<file path="config.mk">
export PLATFORM = sky130hd
export DESIGN_NAME = serial_byte_tx
export DESIGN_NICKNAME = d
export VERILOG_FILES = /design/src/rtl/sbt_pkg.sv /design/src/rtl/sbt_bit_timer.sv /design/src/rtl/sbt_frame_shift.sv /design/src/rtl/serial_byte_tx.sv
export SDC_FILE = /design/constraint.sdc
export NUM_CORES = 1
export LEC_CHECK = 0
export ABC_AREA = 1
export BUFFER_PORTS_ARGS = -buffer_cell sky130_fd_sc_hd__buf_4
export CAP_MARGIN = 40
export CORE_MARGIN = 2
export CORE_UTILIZATION = 39
export DETAILED_ROUTE_END_ITERATION = 10
export SLEW_MARGIN = 30
export SYNTH_ARGS = -nofsm -noshare
export SYNTH_HDL_FRONTEND = slang
export SYNTH_HIERARCHICAL = 1
export SYNTH_SLANG_ARGS = --single-unit
</file>
<file path="constraint.sdc">
create_clock -name clk -period 1.8 [get_ports clk]
set_clock_uncertainty 0.15 [all_clocks]
set_input_delay 0.09 -clock clk [delete_from_list [all_inputs] [get_ports clk]]
set_output_delay 0.09 -clock clk [all_outputs]
set_load 0.005 [all_outputs]
</file>
<file path="src/rtl/sbt_pkg.sv">
// Package: shared constants and helpers for the serial byte transmitter.
// Assumes a fixed 8-bit payload with one start and one stop bit.
package sbt_pkg;

    localparam int DATA_W     = 8;
    localparam int FRAME_BITS = DATA_W + 2;
    localparam int IDX_W      = $clog2(FRAME_BITS);

    typedef enum logic {
        TX_IDLE = 1'b0,
        TX_SEND = 1'b1
    } tx_state_t;

    // Build the on-line frame, bit 0 leaves first: start(0), data LSB first, stop(1).
    function automatic logic [FRAME_BITS-1:0] build_frame(input logic [DATA_W-1:0] b);
        return {1'b1, b, 1'b0};
    endfunction

endpackage

</file>
<file path="src/rtl/sbt_bit_timer.sv">
// Module: bit-period timer. Counts DIV clocks per bit and pulses `tick` on the
// last clock of each bit. `restart` re-aligns the count to the start of a bit.
// Assumes DIV >= 2 and that `run` is low whenever no frame is active.
module sbt_bit_timer #(
    parameter int DIV = 8
) (
    input  logic clk,
    input  logic rst_n,
    input  logic restart,
    input  logic run,
    output logic tick
);
    localparam int CNT_W = (DIV > 1) ? $clog2(DIV) : 1;
    localparam logic [CNT_W-1:0] CNT_LAST = CNT_W'(DIV - 1);

    logic [CNT_W-1:0] cnt_q;

    // Cycle counter within the current bit; cleared on restart and at wrap.
    always_ff @(posedge clk) begin
        if (!rst_n || restart) begin
            cnt_q <= '0;
        end else if (run) begin
            if (cnt_q == CNT_LAST) begin
                cnt_q <= '0;
            end else begin
                cnt_q <= cnt_q + 1'b1;
            end
        end
    end

    // Last clock of a bit period.
    always_comb begin
        tick = run && (cnt_q == CNT_LAST);
    end

    // counter never leaves 0..DIV-1
    p_cnt_bound_r3: assert property (@(posedge clk) disable iff (!rst_n)
        cnt_q <= CNT_LAST);

    // a restart always begins a fresh bit at count zero
    p_restart_zero_r10: assert property (@(posedge clk) disable iff (!rst_n)
        restart |=> (cnt_q == '0));

endmodule

</file>
<file path="src/rtl/sbt_frame_shift.sv">
// Module: frame shifter. Loads a full frame for a byte and presents bit 0 on
// `ser_bit`. Each `step` shifts one bit out, filling with the idle level.
// `at_last` flags the stop bit position. Assumes load and step are exclusive.
module sbt_frame_shift
    import sbt_pkg::*;
(
    input  logic              clk,
    input  logic              rst_n,
    input  logic              load,
    input  logic [DATA_W-1:0] data,
    input  logic              step,
    output logic              ser_bit,
    output logic              at_last
);
    localparam logic [IDX_W-1:0] IDX_LAST = IDX_W'(FRAME_BITS - 1);

    logic [FRAME_BITS-1:0] sr_q;
    logic [IDX_W-1:0]      idx_q;

    // Frame register: capture on load, shift out on each bit step.
    always_ff @(posedge clk) begin
        if (!rst_n) begin
            sr_q <= '1;
        end else if (load) begin
            sr_q <= build_frame(data);
        end else if (step) begin
            sr_q <= {1'b1, sr_q[FRAME_BITS-1:1]};
        end
    end

    // Bit position within the frame, restarted on every load.
    always_ff @(posedge clk) begin
        if (!rst_n || load) begin
            idx_q <= '0;
        end else if (step && idx_q != IDX_LAST) begin
            idx_q <= idx_q + 1'b1;
        end
    end

    // Current line bit and stop-bit marker.
    always_comb begin
        ser_bit = sr_q[0];
        at_last = (idx_q == IDX_LAST);
    end

    // captured frame is untouched between load and step
    p_hold_r4: assert property (@(posedge clk) disable iff (!rst_n)
        (!load && !step) |=> $stable(sr_q));

    // load always presents the start bit first
    p_start_low_r3: assert property (@(posedge clk) disable iff (!rst_n)
        load |=> (sr_q[0] == 1'b0 && idx_q == '0));

    // position stays within the frame
    p_idx_bound_r3: assert property (@(posedge clk) disable iff (!rst_n)
        idx_q <= IDX_LAST);

endmodule

</file>
<file path="src/rtl/serial_byte_tx.sv">
// Module: asynchronous serial byte transmitter (top). Accepts a one-cycle send
// strobe when enabled and idle, sends start/8 data/stop bits at CLK_HZ/BAUD_HZ
// clocks per bit, then pulses done. Dropping enable abandons a frame.
// Assumes CLK_HZ/BAUD_HZ >= 2 and a synchronous active-low reset.
module serial_byte_tx #(
    parameter int CLK_HZ  = 32,
    parameter int BAUD_HZ = 4
) (
    input  logic       clk,
    input  logic       rst_n,
    input  logic       tx_enable,
    input  logic       send_strobe,
    input  logic [7:0] send_byte,
    output logic       line_out,
    output logic       busy,
    output logic       done
);
    import sbt_pkg::*;

    localparam int DIV = CLK_HZ / BAUD_HZ;

    tx_state_t state_q;
    logic      done_q;
    logic      accept;
    logic      run;
    logic      bit_tick;
    logic      ser_bit;
    logic      at_last;
    logic      frame_end;

    // Request qualification and frame progress conditions.
    always_comb begin
        busy      = (state_q == TX_SEND);
        accept    = tx_enable && send_strobe && !busy;
        run       = busy && tx_enable;
        frame_end = bit_tick && at_last;
    end

    sbt_bit_timer #(
        .DIV (DIV)
    ) u_timer (
        .clk     (clk),
        .rst_n   (rst_n),
        .restart (accept),
        .run     (run),
        .tick    (bit_tick)
    );

    sbt_frame_shift u_shift (
        .clk     (clk),
        .rst_n   (rst_n),
        .load    (accept),
        .data    (send_byte),
        .step    (bit_tick),
        .ser_bit (ser_bit),
        .at_last (at_last)
    );

    // Transfer state: enter on accept, leave at stop-bit end or on disable.
    always_ff @(posedge clk) begin
        if (!rst_n) begin
            state_q <= TX_IDLE;
        end else if (accept) begin
            state_q <= TX_SEND;
        end else if (busy && (!tx_enable || frame_end)) begin
            state_q <= TX_IDLE;
        end
    end

    // Completion pulse, one cycle after the stop bit's final clock.
    always_ff @(posedge clk) begin
        if (!rst_n) begin
            done_q <= 1'b0;
        end else begin
            done_q <= frame_end;
        end
    end

    // Line driver: frame bit while enabled and sending, idle high otherwise.
    always_comb begin
        line_out = (busy && tx_enable) ? ser_bit : 1'b1;
        done     = done_q;
    end

    // idle line is high
    p_idle_high_r1: assert property (@(posedge clk) disable iff (!rst_n)
        !busy |-> line_out);

    // accepted request starts a frame with the start bit
    p_accept_r2: assert property (@(posedge clk) disable iff (!rst_n)
        (tx_enable && send_strobe && !busy) |=> (busy && (line_out || !tx_enable) == !tx_enable));

    // done is a single-cycle pulse
    p_done_pulse_r6: assert property (@(posedge clk) disable iff (!rst_n)
        done |=> !done);

    // done only while idle
    p_done_idle_r6: assert property (@(posedge clk) disable iff (!rst_n)
        done |-> !busy);

    // disabled idle transmitter stays idle
    p_ignore_off_r7: assert property (@(posedge clk) disable iff (!rst_n)
        (!busy && !tx_enable) |=> !busy);

    // enabled frame is not ended early by anything but its stop bit
    p_ignore_busy_r8: assert property (@(posedge clk) disable iff (!rst_n)
        (busy && tx_enable && !frame_end) |=> busy);

    // disabled line is high
    p_disabled_high_r9: assert property (@(posedge clk) disable iff (!rst_n)
        !tx_enable |-> line_out);

    // disable mid-frame abandons without completion
    p_abort_r9: assert property (@(posedge clk) disable iff (!rst_n)
        (busy && !tx_enable) |=> (!busy && !done));

endmodule

</file>
## Yosys cells after proc, flatten, opt, wreduce, memory -nomap -nowiden

Cells that the tools add are included.

- Output and inout port bits: 3
- Input port bits: 12
- Logic and storage cells: 30
- Flip-flop bits (word level): 18

- $add $sub $neg: 2
- Equal/unequal tests: 3
- Muxes and demuxes: 6
- Reduce and logical (&&, ||, !) cells: 14

Operator list:

| cell | count |
|---|---|
| $mux 9 | 2 |
| $logic_and 1x1->1 | 7 |
| $add 4x1->4 const B | 1 |
| $eq 4x4->1 const B | 1 |
| $ne 4x4->1 const B | 1 |
| $reduce_bool 2->1 | 2 |
| $add 3x1->3 const B | 1 |
| $eq 3x3->1 const B | 1 |
| $logic_not 1->1 | 3 |
| $mux 1 | 3 |
| $mux 3 | 1 |
| $logic_or 1x1->1 | 2 |

## Depth between registers and ports, before layout

Gate-level depths: netlist of the first run.

- Depth after elaboration: 7
- Mapped depth: 8
- Gate-level depth less buffers: 8

## By module

Netlist of the first run, hierarchy kept.

By module, submodules not included:

| module | area an instance (µm²) | cells each | seq. area each (µm²) | times used |
|---|---|---|---|---|
| sbt_frame_shift | 614.3 | 79 | 260.2 | 1 |
| sbt_bit_timer | 150.1 | 21 | 60.1 | 1 |
| serial_byte_tx | 92.6 | 13 | 40.0 | 1 |

## Worst setup path before layout of the first run

No wires, ideal clock.

- Path kind: reg-to-reg
- From: reg u_timer.cnt_q[0]
- To: reg u_shift.idx_q[0]
- Stages on the path, launching flop included: 8
- Slack: 0.369 ns
- Library setup time: 0.115 ns
- Clock period less this slack: 1.431 ns
- Data arrival time: 1.166 ns
- Path buffers: 1
- Required time: 1.535 ns
- Path through: dfxtp_1 ha_1 ha_1 nand2_1 inv_1 buf_6 a21oi_1 nor2_1

- Word-level cells in the longest chain between the ends: 3

Ends and longest elaborated chain:

| item | RTL line | text |
|---|---|---|
| from (decl) | sbt_bit_timer.sv:16 | `logic [CNT_W-1:0] cnt_q;` |
| from (signal assigned) | sbt_bit_timer.sv:26 | `cnt_q <= cnt_q + 1'b1;` |
| $eq 3x3->1 | sbt_bit_timer.sv:33 | `tick = run && (cnt_q == CNT_LAST);` |
| $logic_and 1x1->1 | sbt_bit_timer.sv:33 |  |
| via bit_tick | serial_byte_tx.sv:26 | `logic bit_tick;` |
| $logic_and 1x1->1 | sbt_frame_shift.sv:35 | `end else if (step && idx_q != IDX_LAST) begin` |
| to (signal assigned) | sbt_frame_shift.sv:36 | `idx_q <= idx_q + 1'b1;` |
| to (decl) | sbt_frame_shift.sv:18 | `logic [IDX_W-1:0] idx_q;` |

The timed path passes the listed nets, and every way through them passes these cells.
A chain may end at the register's enable or synchronous reset.

## Worst setup path in the final report of the first run

- From: reg u_timer.cnt_q[0]
- To: reg u_shift.idx_q[3]

Same word-level chain as after synthesis.

==> impl_metrics.ini, run 1 <==
[logic_synthesis]
synth-simple-area-share_pct = 33.7
synth_top_family_by_area = simple AND/OR/NAND/NOR gates
syn_area_um2 = 857
synth_cell_types = 18
synth.mux.area_fraction_pct = 0
synth_xor_xnor_area_share_pct = 0
synth_compound_gate_area_share_pct = 9.64
syn_avg_cell_area_um2 = 7.58
ys_ff_latch = 18
synth_fp_nets = 129
synthAdderAreaFrac_pct = 5.84
ys_warn_count = 6
synth-seq-area-share_pct = 42.0
syn_inst = 113

[clock_tree]
postCtsSetupBuffers = 0
cts_tree = built
clock_sinks = 18
insertion_delay_ns = 0.29
cts_max_path_buffers = 2
cts_made_buffers = 3
h-tree-depth = 1
clk_pin_slew_worst_paths_ns = 0.10
cts-root-buf = clkbuf_4

[floorplan]
die_area_um2 = 2590
die_x_um = 50.9
start_util_pct = 42.4
num_rows = 16
fp.coreArea_um2 = 2020
fp.dieH_um = 50.9
num_io_pins = 15

[finish]
nets = 159
fin_util_pct = 56.3
drive_gt1_share_pct = 21.8
area_growth_pct = 32.8
fin_cells = 169
final_cell_mix = 24 x nand2_1, 20 x nand3_1, 18 x dfxtp_1
design_area_um2 = 1140
n_antenna_cell = 0
final_common_cell = nand2_1

[route]
routed_via_density = 4.68
wl_met1_um = 836
num_vias = 791
drtIter0Drc = 11
drt_pass1_iterations = 4
drcViolationCount = 0
wirelength_um = 1740
dr.max_layer_used = met4
wire_per_inst_um = 10.3
detail-route-antenna-nets = 0
wl_met2_um = 832
route.met3.wl_um = 61

[grt]
grt_overflow_total = 0
grt_pass1_vias = 705
grt_pass1_wl_um = 2950
globalRouteTotalUtil_pct = 15.4
antenna_found_initial = 0
grt_max_degree = 12

[run]
maxCapViolCount = 0

[sta]
timing.final.crit_share_pct = 87.7
maxSlewHeadroom_pct = 68.9
fin_setup_tns_ns = 0
setup_viol = 0
worst_pin_slew_ns = 0.466
slew_viol_final = 0
fmax_mhz = 633
min_period_ns = 1.58
hold_viol = 0
rsz0062_at_grt = false

[placement]
dp_hpwl_um = 1190
placed_cell_area_um2 = 992
port_buffers = 14
globalplace.congestion = 0.702
placed_cells = 154

[critical_path]
cp_data_required_time_ns = 1.89
worstSetupPathType = reg2reg
cp.arrival_ns = 1.67
critPathLaunchType = register
path_max_fanout = 7
end_kind = register

[pwr]
leakage_nw = 0.526
totalPowerFinal_mw = 0.770
power_density_nw_per_um2 = 676
ir_drop_v = 0.000722

[hold_path]
holdCritPathClass = in2reg

[outcome]
status = finished, final reports clean
[cell type report]
type	count	area [um^2]
Fill cell	202	883
Inverter	15	56.3
Clock buffer	4	36.3
Multi-Input combinational cell	78	422
Timing Repair Buffer	27	230
Tap cell	27	33.8
Sequential cell	18	360
[critical path, stage by stage (launching register included)]
cell,delay (ns)
dfxtp_1,0.37
ha_1,0.17
ha_1,0.16
nand2_1,0.07
inv_2,0.12
buf_4,0.16
nand4_1,0.12
nand2_1,0.08
nand2_1,0.04
nor2_1,0.07
[stage by stage]
step	worst slack (ns)	hold slack, ns
after floorplan	0.369	0.0246
after detailed placement	0.161	0.156
after global routing	0.0515	0.0607
after global placement	0.229	0.153
after CTS	0.120	0.0489
final	0.221	0.0551
[logic make-up after synthesis]
logic type,Yosys count
AND/OR/NAND/NOR,59
flip-flops,18
buffers and inverters,17
AO/OA/AOI/OAI,15
adder cells (fa/ha/maj),4
[path summary, 6_finish.rpt]
path	slack (ns)	end	from	cells past startpoint
max	0.22	u_shift/idx_q[3]$_SDFFE_PP0P_	u_timer/cnt_q[0]$_SDFFE_PP0P_	9
min	0.06	busy$_SDFFE_PN0P_	tx_enable	5
max reg2reg	0.22	u_shift/idx_q[3]$_SDFFE_PP0P_	u_timer/cnt_q[0]$_SDFFE_PP0P_	9
min reg2reg	0.32	u_shift/sr_q[0]$_SDFFE_PN1P_	u_shift/sr_q[0]$_SDFFE_PN1P_	2
[per-layer routing]
layer	up-vias	global-route usage [%]
li1	426	-
met5	-	0
met1	353	18.3
met2	10	26.3
met4	0	4.50
met3	2	5.26
[registers in the layout (all words and copies together), names as in the netlist]
name,flops
u_timer/cnt_q,3
u_shift/idx_q,4
u_shift/sr_q,9
done,1
busy,1
[what timing repair did]
item,4_1_cts,5_1_grt
hold buffers,11,0
setup endpoints to repair,0,1
gates resized for setup,0,1
endpoints found under the hold margin,14,0
[power breakdown]
group / internal (mW) / switching (mW) / leakage (nW)
Combinational: 0.0509 / 0.0459 / 0.358
Sequential: 0.414 / 0.00814 / 0.147
Clock: 0.123 / 0.127 / 0.0210
Total: 0.589 / 0.181 / 0.526
[Yosys cell counts]
cell type  number  area (um^2)
nand2_1        24         90.1
buf_6           1         11.3
a21oi_1        12         60.1
nand3_2         1         10.0
dfxtp_1        18          360
a21oi_2         2         17.5
o21ai_1         1         5.00
inv_1          12         45.0
inv_2           3         11.3
nand3_4         1         17.5
or2_1           1         6.26
nand2_2         1         6.26
nand4_1         1         6.26
ha_1            4         50.1
buf_4           1         7.51
nand3_1        20          100
nor2_4          2         22.5
nor2_1          8         30.0
No activity file was read; power rests on OpenSTA's default activity.
==> run 2, diff against run 1 <==
--- a/config.mk
+++ b/config.mk
@@ -11,6 +11,7 @@
 export CORE_MARGIN = 2
 export CORE_UTILIZATION = 39
 export DETAILED_ROUTE_END_ITERATION = 10
+export REMOVE_ABC_BUFFERS = 1
 export SLEW_MARGIN = 30
 export SYNTH_ARGS = -nofsm -noshare
 export SYNTH_HDL_FRONTEND = slang
==> run 2 against run 1 <==
  * Total power rose by 0.53%
  * Sequential power about the same
  * Critical path depth fell by 2
  * Combinational power decreased by 0.4%
  * Final cell count did not move
  * Clock-buffer cell count is the same
  * Critical endpoint unchanged
==> impl_metrics.ini, run 2 (synthesis gave the netlist of run 1 again) <==
[clock_tree]
h-tree-depth = 1
clock_sinks = 18
cts_tree = built
cts-root-buf = clkbuf_4
insertion_delay_ns = 0.30
clk_pin_slew_worst_paths_ns = 0.11
cts_max_path_buffers = 2
postCtsSetupBuffers = 0
cts_made_buffers = 3
cts-resized-gates = 0

[finish]
largest_register = u_shift/sr_q
n_antenna_cell = 0
reg_top3 = u_shift/sr_q (9), u_shift/idx_q (4), u_timer/cnt_q (3)
drive_gt1_share_pct = 21.1
final_common_cell = nand2_1
largest_register_ffs = 9
nets = 159
final_cell_mix = 24 x nand2_1, 20 x nand3_1, 18 x dfxtp_1
area_growth_pct = 32.8

[placement]
port_buffers = 14
dp_hpwl_um = 1210
globalplace.congestion = 0.760
dp_slack_ns = 0.171

[critical_path]
critPathSlowestCell = dfxtp_1
critPathTopFamily = simple AND/OR/NAND/NOR gates
cpPeakStageDelay_ns = 0.37
worstSetupPathType = reg2reg
critPathLaunchType = register
crit_chain = ha_1 -> ha_1 -> nand2_1 -> inv_1 -> nand4_1 -> nor2_1 -> nor2_1
end_kind = register
path_max_fanout = 11
cp.buffers_inverters = 1
cp.arrival_ns = 1.70
cp_data_required_time_ns = 1.85

[route]
drtIter0Drc = 18
drt_pass1_iterations = 4
routed_via_density = 4.72
num_vias = 798
wirelength_um = 1740
detail-route-antenna-nets = 0
drcViolationCount = 0
wire_per_inst_um = 10.3

[floorplan]
num_rows = 16
start_util_pct = 42.4
fp.dieH_um = 50.9
die_area_um2 = 2590
fp.coreArea_um2 = 2020
die_x_um = 50.9
num_io_pins = 15

[pwr]
leakage_nw = 0.529
switching_share_pct = 23.9
switchingPower_mw = 0.185
power_frac_seq_pct = 54.7
power_density_nw_per_um2 = 680
combPwrFrac_pct = 12.5
power.share.clock_pct = 32.9
internal_power_mw = 0.589
ir_drop_v = 0.000502

[sta]
hold_viol = 0
worst_pin_slew_ns = 0.481
slew_viol_final = 0
fin_setup_tns_ns = 0
rsz0062_at_grt = true
maxSlewHeadroom_pct = 67.9
fin_hold_ws_ns = 0.0479
min_period_ns = 1.65
timing.final.crit_share_pct = 91.9
setup_viol = 0
fin_ws_ns = 0.146
fmax_mhz = 605

[outcome]
status = finished, final reports clean

[grt]
grt_pass1_vias = 705
grt_overflow_total = 0
globalRouteTotalUtil_pct = 15.7
grt_pass1_wl_um = 3040
grt_max_degree = 12
antenna_found_initial = 0

[run]
maxCapViolCount = 0

[hold_path]
holdCritPathClass = in2reg
[run 2: cell counts in the layout (fill, tap and decap cells not counted)]
Identical to the previous run, type by type.
[run 2: layout make-up]
type | count | area (um^2)
Inverter | 15 | 56.3
Timing Repair Buffer | 27 | 230
Multi-Input combinational cell | 78 | 422
Fill cell | 191 | 883
Tap cell | 27 | 33.8
Clock buffer | 4 | 36.3
Sequential cell | 18 | 360
[run 2: worst paths after layout]
path / start / depth (start not counted) / endpoint / slack (ns)
worst max-delay path: u_timer/cnt_q[0]$_SDFFE_PP0P_ / 7 / u_shift/idx_q[3]$_SDFFE_PP0P_ / 0.15
worst min-delay path: tx_enable / 5 / busy$_SDFFE_PN0P_ / 0.05
worst max register to register: u_timer/cnt_q[0]$_SDFFE_PP0P_ / 7 / u_shift/idx_q[3]$_SDFFE_PP0P_ / 0.15
worst min register to register: u_shift/sr_q[0]$_SDFFE_PN1P_ / 2 / u_shift/sr_q[0]$_SDFFE_PN1P_ / 0.31
[run 2: through the flow]
step           cell area (um^2)  std cells  util (%)  power [mW]
4_1_cts                    1140        169      56.3       0.783
5_1_grt                    1140        169      56.3       0.819
2_1_floorplan               838        111         -       0.476
3_3_place_gp                992        154      49.1       0.508
6_report                   1140        169      56.3       0.774
3_5_place_dp                992        154      49.1       0.509
[run 2: layer usage]
| metal | share of wire (%) | global-route usage [%] | up-vias |
|---|---|---|---|
| li1 | - | - | 424 |
| met1 | 48 | 19.9 | 360 |
| met2 | 48 | 25.7 | 14 |
| met3 | 4.3 | 6.14 | 0 |
| met4 | 0 | 2.70 | 0 |
| met5 | 0 | 0 | - |
[run 2: worst register-to-register path, cell delays in order (launching register included)]
cell,delay (ns)
dfxtp_1,0.37
ha_1,0.16
ha_1,0.17
nand2_1,0.06
inv_1,0.29
nand4_1,0.18
nor2_1,0.13
nor2_1,0.05
[run 2: power by group through the flow]
| stage | registers, mW | logic [mW] | clock network [mW] |
|---|---|---|---|
| 6_report | 0.423 | 0.0964 | 0.255 |
| 5_1_grt | 0.425 | 0.108 | 0.286 |
| 4_1_cts | 0.423 | 0.0966 | 0.264 |
| 3_5_place_dp | 0.432 | 0.0771 | 0 |
| 3_3_place_gp | 0.432 | 0.0763 | 0 |
| 2_1_floorplan | 0.430 | 0.0455 | 0 |
[run 2: timing repair]
action,4_1_cts,5_1_grt
endpoints found under the setup margin,0,1
hold endpoints to repair,14,0
hold buffers,11,0
